`src/rtl/acc_alu_pkg.sv`:
```
package acc_alu_pkg;

    localparam int OP_W = 4;

    typedef enum logic [OP_W-1:0] {
        OP_ADD  = 4'b0000,
        OP_SUB  = 4'b0001,
        OP_AND  = 4'b0010,
        OP_OR   = 4'b0011,
        OP_XOR  = 4'b0100,
        OP_NOR  = 4'b0101,
        OP_NOTA = 4'b0110,
        OP_SHLL = 4'b0111,
        OP_SHLA = 4'b1000,
        OP_SHRL = 4'b1001,
        OP_SHRA = 4'b1010,
        OP_INC  = 4'b1011,
        OP_PASS = 4'b1100
    } alu_op_e;

    typedef struct packed {
        logic z;
        logic s;
        logic cy;
    } alu_flags_t;

    function automatic logic op_is_arith(input logic [OP_W-1:0] code);
        return (code == OP_ADD) || (code == OP_SUB) || (code == OP_INC);
    endfunction

endpackage

```
`src/rtl/acc_alu_adder.sv`:
```
module acc_alu_adder
    import acc_alu_pkg::*;
#(
    parameter int W = 32
) (
    input  logic [OP_W-1:0] op,
    input  logic [W-1:0]    a,
    input  logic [W-1:0]    b,
    output logic [W-1:0]    sum,
    output logic            carry
);
    logic [W-1:0] rhs;
    logic         cin;
    logic [W:0]   full;

    always_comb begin
        rhs = '0;
        cin = 1'b0;
        unique case (op)
            OP_ADD:  begin rhs = b;  cin = 1'b0; end
            OP_SUB:  begin rhs = ~b; cin = 1'b1; end
            OP_INC:  begin rhs = '0; cin = 1'b1; end
            default: begin rhs = '0; cin = 1'b0; end
        endcase
    end

    assign full  = {1'b0, a} + {1'b0, rhs} + {{W{1'b0}}, cin};
    assign sum   = full[W-1:0];
    assign carry = full[W];

endmodule

```
`src/rtl/acc_alu_bitops.sv`:
```
module acc_alu_bitops
    import acc_alu_pkg::*;
#(
    parameter int W = 32
) (
    input  logic [OP_W-1:0] op,
    input  logic [W-1:0]    a,
    input  logic [W-1:0]    b,
    output logic [W-1:0]    y
);
    localparam int MSB = W - 1;

    always_comb begin
        y = '0;
        unique case (op)
            OP_AND:  y = a & b;
            OP_OR:   y = a | b;
            OP_XOR:  y = a ^ b;
            OP_NOR:  y = ~(a | b);
            OP_NOTA: y = ~a;
            OP_SHLL,
            OP_SHLA: y = {a[MSB-1:0], 1'b0};
            OP_SHRL: y = {1'b0, a[MSB:1]};
            OP_SHRA: y = {a[MSB], a[MSB:1]};
            OP_PASS: y = a;
            default: y = '0;
        endcase
    end

endmodule

```
`src/rtl/acc_alu_flagreg.sv`:
```
module acc_alu_flagreg
    import acc_alu_pkg::*;
#(
    parameter int W = 32
) (
    input  logic         clk,
    input  logic         rst_n,
    input  logic         load,
    input  logic [W-1:0] res,
    input  logic         carry,
    output alu_flags_t   flags
);
    alu_flags_t next_flags;

    always_comb begin
        next_flags    = flags;
        if (load) begin
            next_flags.z  = (res == '0);
            next_flags.s  = res[W-1];
            next_flags.cy = carry;
        end
    end

    always_ff @(posedge clk or negedge rst_n) begin
        if (!rst_n) flags <= '0;
        else        flags <= next_flags;
    end

endmodule

```
`src/rtl/acc_alu.sv`:
```
module acc_alu
    import acc_alu_pkg::*;
#(
    parameter int W = 32
) (
    input  logic         clk,
    input  logic         rst_n,
    input  logic         flag_en,
    input  logic [3:0]   op_sel,
    input  logic [W-1:0] acc_a,
    input  logic [W-1:0] bus_b,
    output logic [W-1:0] result,
    output logic         flag_z,
    output logic         flag_s,
    output logic         flag_cy
);
    logic [W-1:0] add_y;
    logic         add_cy;
    logic [W-1:0] bit_y;
    logic         arith;
    alu_flags_t   flags_q;

    assign arith = op_is_arith(op_sel);

    acc_alu_adder #(.W(W)) i_adder (
        .op    (op_sel),
        .a     (acc_a),
        .b     (bus_b),
        .sum   (add_y),
        .carry (add_cy)
    );

    acc_alu_bitops #(.W(W)) i_bitops (
        .op (op_sel),
        .a  (acc_a),
        .b  (bus_b),
        .y  (bit_y)
    );

    assign result = arith ? add_y : bit_y;

    acc_alu_flagreg #(.W(W)) i_flags (
        .clk   (clk),
        .rst_n (rst_n),
        .load  (flag_en && arith),
        .res   (add_y),
        .carry (add_cy),
        .flags (flags_q)
    );

    assign flag_z  = flags_q.z;
    assign flag_s  = flags_q.s;
    assign flag_cy = flags_q.cy;

endmodule

```
`config.mk`:
```
export PLATFORM = sky130hd
export DESIGN_NAME = acc_alu
export DESIGN_NICKNAME = d
export VERILOG_FILES = /design/src/rtl/acc_alu_pkg.sv /design/src/rtl/acc_alu_adder.sv /design/src/rtl/acc_alu_bitops.sv /design/src/rtl/acc_alu_flagreg.sv /design/src/rtl/acc_alu.sv
export SDC_FILE = /design/constraint.sdc
export NUM_CORES = 1
export LEC_CHECK = 0
export ABC_AREA = 0
export BUFFER_PORTS_ARGS = -buffer_cell sky130_fd_sc_hd__buf_2
export CORE_MARGIN = 1.5
export CORE_UTILIZATION = 40
export DETAILED_ROUTE_END_ITERATION = 10
export SYNTH_ARGS = -nofsm -noshare
export SYNTH_HDL_FRONTEND = slang
export SYNTH_SLANG_ARGS = --single-unit
export TNS_END_PERCENT = 10
```
`constraint.sdc`:
```
create_clock -name clk -period 10.5 [get_ports clk]
set_input_delay 0.525 -clock clk [delete_from_list [all_inputs] [get_ports clk]]
set_output_delay 0.525 -clock clk [all_outputs]
set_load 0.01 [all_outputs]
```
; Word-level counts from Yosys, hierarchy flattened
; Cells that the tools add are included.
[totals]
ff_bits = 3
in_bits = 71
out_inout_bits = 35
[op_classes]
add_sub_neg = 2
n_eq_ne = 12
mux = 4
n_bitwise = 6
n_reduce_logical = 7
[op_table]
columns = operator, count
row1 = one-hot mux 32 bit (9 select lines), 1
row2 = NOT 32 bit, 3
row3 = one-hot mux 32 bit (2 select lines), 1
row4 = adder 32 x 32 -> 33 bit, 1
row5 = adder 33 x 1 -> 33 bit, 1
row6 = AND 32 bit, 1
row7 = logical NOT 32 bit, 1
row8 = two-way mux 32 bit, 1
row9 = OR 32 bit, 1
row10 = bitwise XOR 32 bit, 1
row11 = == test 4 bit (second input constant), 5
row12 = == test 4 x 3 -> 1 bit (second input constant), 4
row13 = == test 4 x 2 -> 1 bit (second input constant), 2
row14 = == test 4 x 1 -> 1 bit (second input constant), 1
row15 = logical NOT 4 bit, 1
row16 = OR reduction 2 bit, 2
row17 = logical OR 1 bit, 2
row18 = logical AND 1 bit, 1
row19 = two-way mux 1 bit, 1

; Longest topological paths before layout
[depth]
ltp_word = 5
mapped_depth = 17
mapped_depth_nobuf = 14

; Hierarchy
; Synthesis repeated with hierarchy kept, for this count alone.
[unflattened]
hier_cells = 1011
area_unflattened_um2 = 7367.1
[by_module_without_submodules]
columns = mod, n_inst, cells_per_inst, area_each_um2
row1 = acc_alu_bitops, 1, 475, 3534.6
row2 = acc_alu_adder, 1, 324, 2272.2
row3 = acc_alu, 1, 194, 1368.8
row4 = acc_alu_flagreg, 1, 18, 191.4

; Worst setup path before layout
; No wires, ideal clock.
[synth_path]
path_type = input port to output port
from = input port op_sel[1]
to = output port result[31]
arrival_time_ns = 4.179
t_required_ns = 9.975
slack_ns = 5.796
stages = 15
path_buffers = 3
path_cell_list = clkbuf_1 clkbuf_1 nor4_1 clkbuf_1 nand2_1 o21ai_0 ha_1 a21o_1 a31o_1 o21a_1 o31a_1 o211a_1 o211a_1 o21a_1 o311ai_1
[synth_between]
elab_chain_cells = 5
[synth_rtl]
columns = element, line_no
row1 = "start, declared", acc_alu.sv:9  ; input logic [3:0] op_sel,
row2 = == test 4 x 1 -> 1 bit (tied with other cells), "acc_alu_pkg.sv:28, acc_alu_adder.sv:19"
row3 = one-hot mux 32 bit (2 select lines) / OR reduction 2 bit (equally long branches), --
row4 = adder 32 x 32 -> 33 bit / two-way mux 1 bit (equally long branches), "acc_alu_adder.sv:27, acc_alu_adder.sv:19"
row5 = adder 33 x 1 -> 33 bit, acc_alu_adder.sv:27  ; assign full = {1'b0, a} + {1'b0, rhs} + {{W{1'b0}}, cin};
row6 = two-way mux 32 bit (*), acc_alu.sv:40  ; assign result = arith ? add_y : bit_y;
row7 = "end, declared", acc_alu.sv:12  ; output logic [W-1:0] result,
; Mark *: on every way between the ends. The rest lies on a longest branch, timed or not.

; Final worst setup path
[layout_path]
from = input port op_sel[3]
to = output port result[30]
; Same word-level chain as after synthesis.

==> reports/metrics.cfg <==
[timing]
worstMarginPinSlew_ns=1.13
clock_skew_ns=0
slew_headroom_pct=24.7
post-route-period-util_pct=52.5
rsz0062_at_grt=false
fmax_mhz=181
min_period_ns=5.52
setup_viol=0
hold_viol=0
tns_ns=0
drv_slew=0

[synth]
synth.most_common_cell=ha_1
synth_cell_type_count=70
yosysWarnings=0
synth_xor_area_share_pct=2.35
syn_nets=956
synth_top_family_by_area=compound AO/OA/AOI/OAI gates
synth-compound-area-share_pct=37.9
synth_seq_cells=3
synth_flop_cell=dfrtp_1
yosys.area.top_type=ha_1
ys_seq_area_share_pct=1.44
synth-async-reset-ratio_pct=100
yosys.area.top_type_share_pct=22.7
synth_edf_count=0
synth_common_cells=ha_1 (95), nand2_1 (83), inv_1 (73)
synthesis.area_um2=5230
synth_area_leaders=ha_1 (23%), nand2_1 (6.0%), a21oi_1 (5.9%)
muxShareOfSynthArea_pct=0.598
synth_simple_gate_area_share_pct=25.3
syn_avg_cell_area_um2=6.63
postSynthCellCount=788
yosys.area_share.adder_pct=23.5

[power]
p_switching_uw=157
pwr-share-clk_pct=19.9
p_int_uw=153
powerDensity_nw_per_um2=51.9
ir_drop_v=0.0000518
sw_frac_of_total_pct=50.6
leakage_uw=0.00296
power_frac_seq_pct=4.6
p_comb_share_pct=75.5

[global_route]
gr-usage-all-layers_pct=25.3
grt_pass1_vias=6132
antenna_found_initial=0
gr-total-overflow=0
grt_max_degree=33
grt_pass1_wl_mm=29.9

[cells_and_area]
largest_reg_flops=3
fin_area_um2=5970
drive_gt1_share_pct=16.1
reg_top3=i_flags.flags (3)
largest-register=i_flags.flags
fillers=1333
finalNetCount=1027
area_growth_pct=14.2
final_core_util_pct=47.1
multi_input_area_um2=4720
antenna_cells=0
seqCellArea_um2=75.1

[drt]
drc_errors=0
drt_iter0_drc=761
totalWireLength_mm=18.4
route.vias.total=6475
via_per_inst=6.29
dr.pass1.iters=5
drtAntennaViolNets=0
wl_per_cell_um=17.8

[die]
fp.dieW_um=117
die_y_um=117
boundaryPins=106
core_um2=12700
std_cell_rows=41
initial_core_util_pct=41.3
fp.dieArea_um2=13800

[clock_network]
cts_setup_buffers=0
cts.sinks=3
clockBufferDepth=2
cts_tree=built
cts_buffers=3
clock_latency_ns=0.22
clkTransAtPathRegs_ns=0.03
root_buffer=clkbuf_16
ctsHoldBuffers=0
cts-htree-levels=1
post_cts_resized=0

[run]
max_cap_violations=0

[status]
status=finished, final reports clean

[hold_path]
min_path_type=primary input to async pin

[placed_design]
portBuffers=105
place_area_um2=5890
place_congestion=0.980
hpwl_mm=13.8

[worst_setup_path]
crit_arrival_ns=4.99
timing_worst_setup_path_type=primary input to output port
end_kind=output port
required_ns=9.98
worst_setup_path_start_kind=primary input
crit_fanout=32

==> cells by family after synthesis <==
group,Yosys count
compound gates,280
simple gates,268
buf+inv,123
fa+ha+maj,97
xor+xnor,14
mux,3
flops,3
==> cells in the final DEF, fill, tap and decap left out, drive strengths merged, types with 4 or more instances in the layout <==
cell type  instances
buf              116
ha                95
nand2             83
inv               73
nor2              70
o21ai             66
a21oi             63
a221oi            31
a222oi            30
nand3             22
nand4             22
nor3              19
a21o              16
o21a              11
o211ai            10
xnor2              9
and3               8
o2111ai            8
nor2b              6
nand4b             6
a22oi              6
o211a              5
xor2               5
nand2b             5
or3                5
o22ai              4
a211oi             4
clkbuf             4
==> power by group through the flow <==
| stage | clock [µW] | sequential, µW | combinational [µW] |
|---|---|---|---|
| after CTS | 62.0 | 14.4 | 232 |
| after floorplan | 0 | 15.2 | 142 |
| after global placement | 0 | 14.4 | 225 |
| final | 61.6 | 14.4 | 234 |
| after detailed placement | 0 | 14.5 | 230 |
| after global routing | 63.8 | 14.6 | 258 |
==> worst paths after layout <==
kind                                   from                to  slack (ns)  depth (start not counted)
setup / recovery                  op_sel[3]        result[30]        4.98                         15
min in group clk           i_flags.flags[1]  i_flags.flags[1]        0.49                          2
hold reg to reg            i_flags.flags[1]  i_flags.flags[1]        0.49                          2
setup reg to reg           i_flags.flags[0]  i_flags.flags[0]        9.83                          2
hold / removal                        rst_n  i_flags.flags[1]        0.09                          1
max in group asynchronous             rst_n  i_flags.flags[0]       10.29                          1
==> worst max-delay path: stages <==
cell and delay [ns]:
buf_2 0.19, nor2_1 0.18, nand3b_1 0.78, o21ai_0 0.52, fa_1 0.29, fa_1 0.26, a211oi_2 0.13, nor4_2 0.52
nor3_2 0.16, a2111oi_4 0.49, o211ai_1 0.18, and3b_1 0.21, or3_1 0.32, nand3_1 0.07, buf_2 0.13
==> routing by layer <==
layer,share of wire [%],vias up,track usage [%]
li1,-,3118,-
met1,46,3018,33.9
met2,45,291,42.3
met3,7.1,48,2.68
met4,2.7,0,8.02
met5,0,-,0
==> layout make-up <==
cell class,instances,share of cell area [%]
timing repair buffer,116,10.2
inverter,73,4.59
multi-input combinational,662,79.0
sequential,3,1.26
clock buffer,4,1.32
tap,172,3.61
==> per-stage QoR <==
stage               total power [µW]  worst slack (ns)  hold WS (ns)  cells
global placement                 239              5.22         0.328   1026
global route                     336              4.65        0.0919   1030
CTS                              308              5.05        0.0900   1030
detailed placement               245              5.06         0.327   1026
floorplan                        158              5.80         0.229    788
finish                           310              4.98        0.0926   1030
Note: power is estimated with default switching activity, not from simulation.
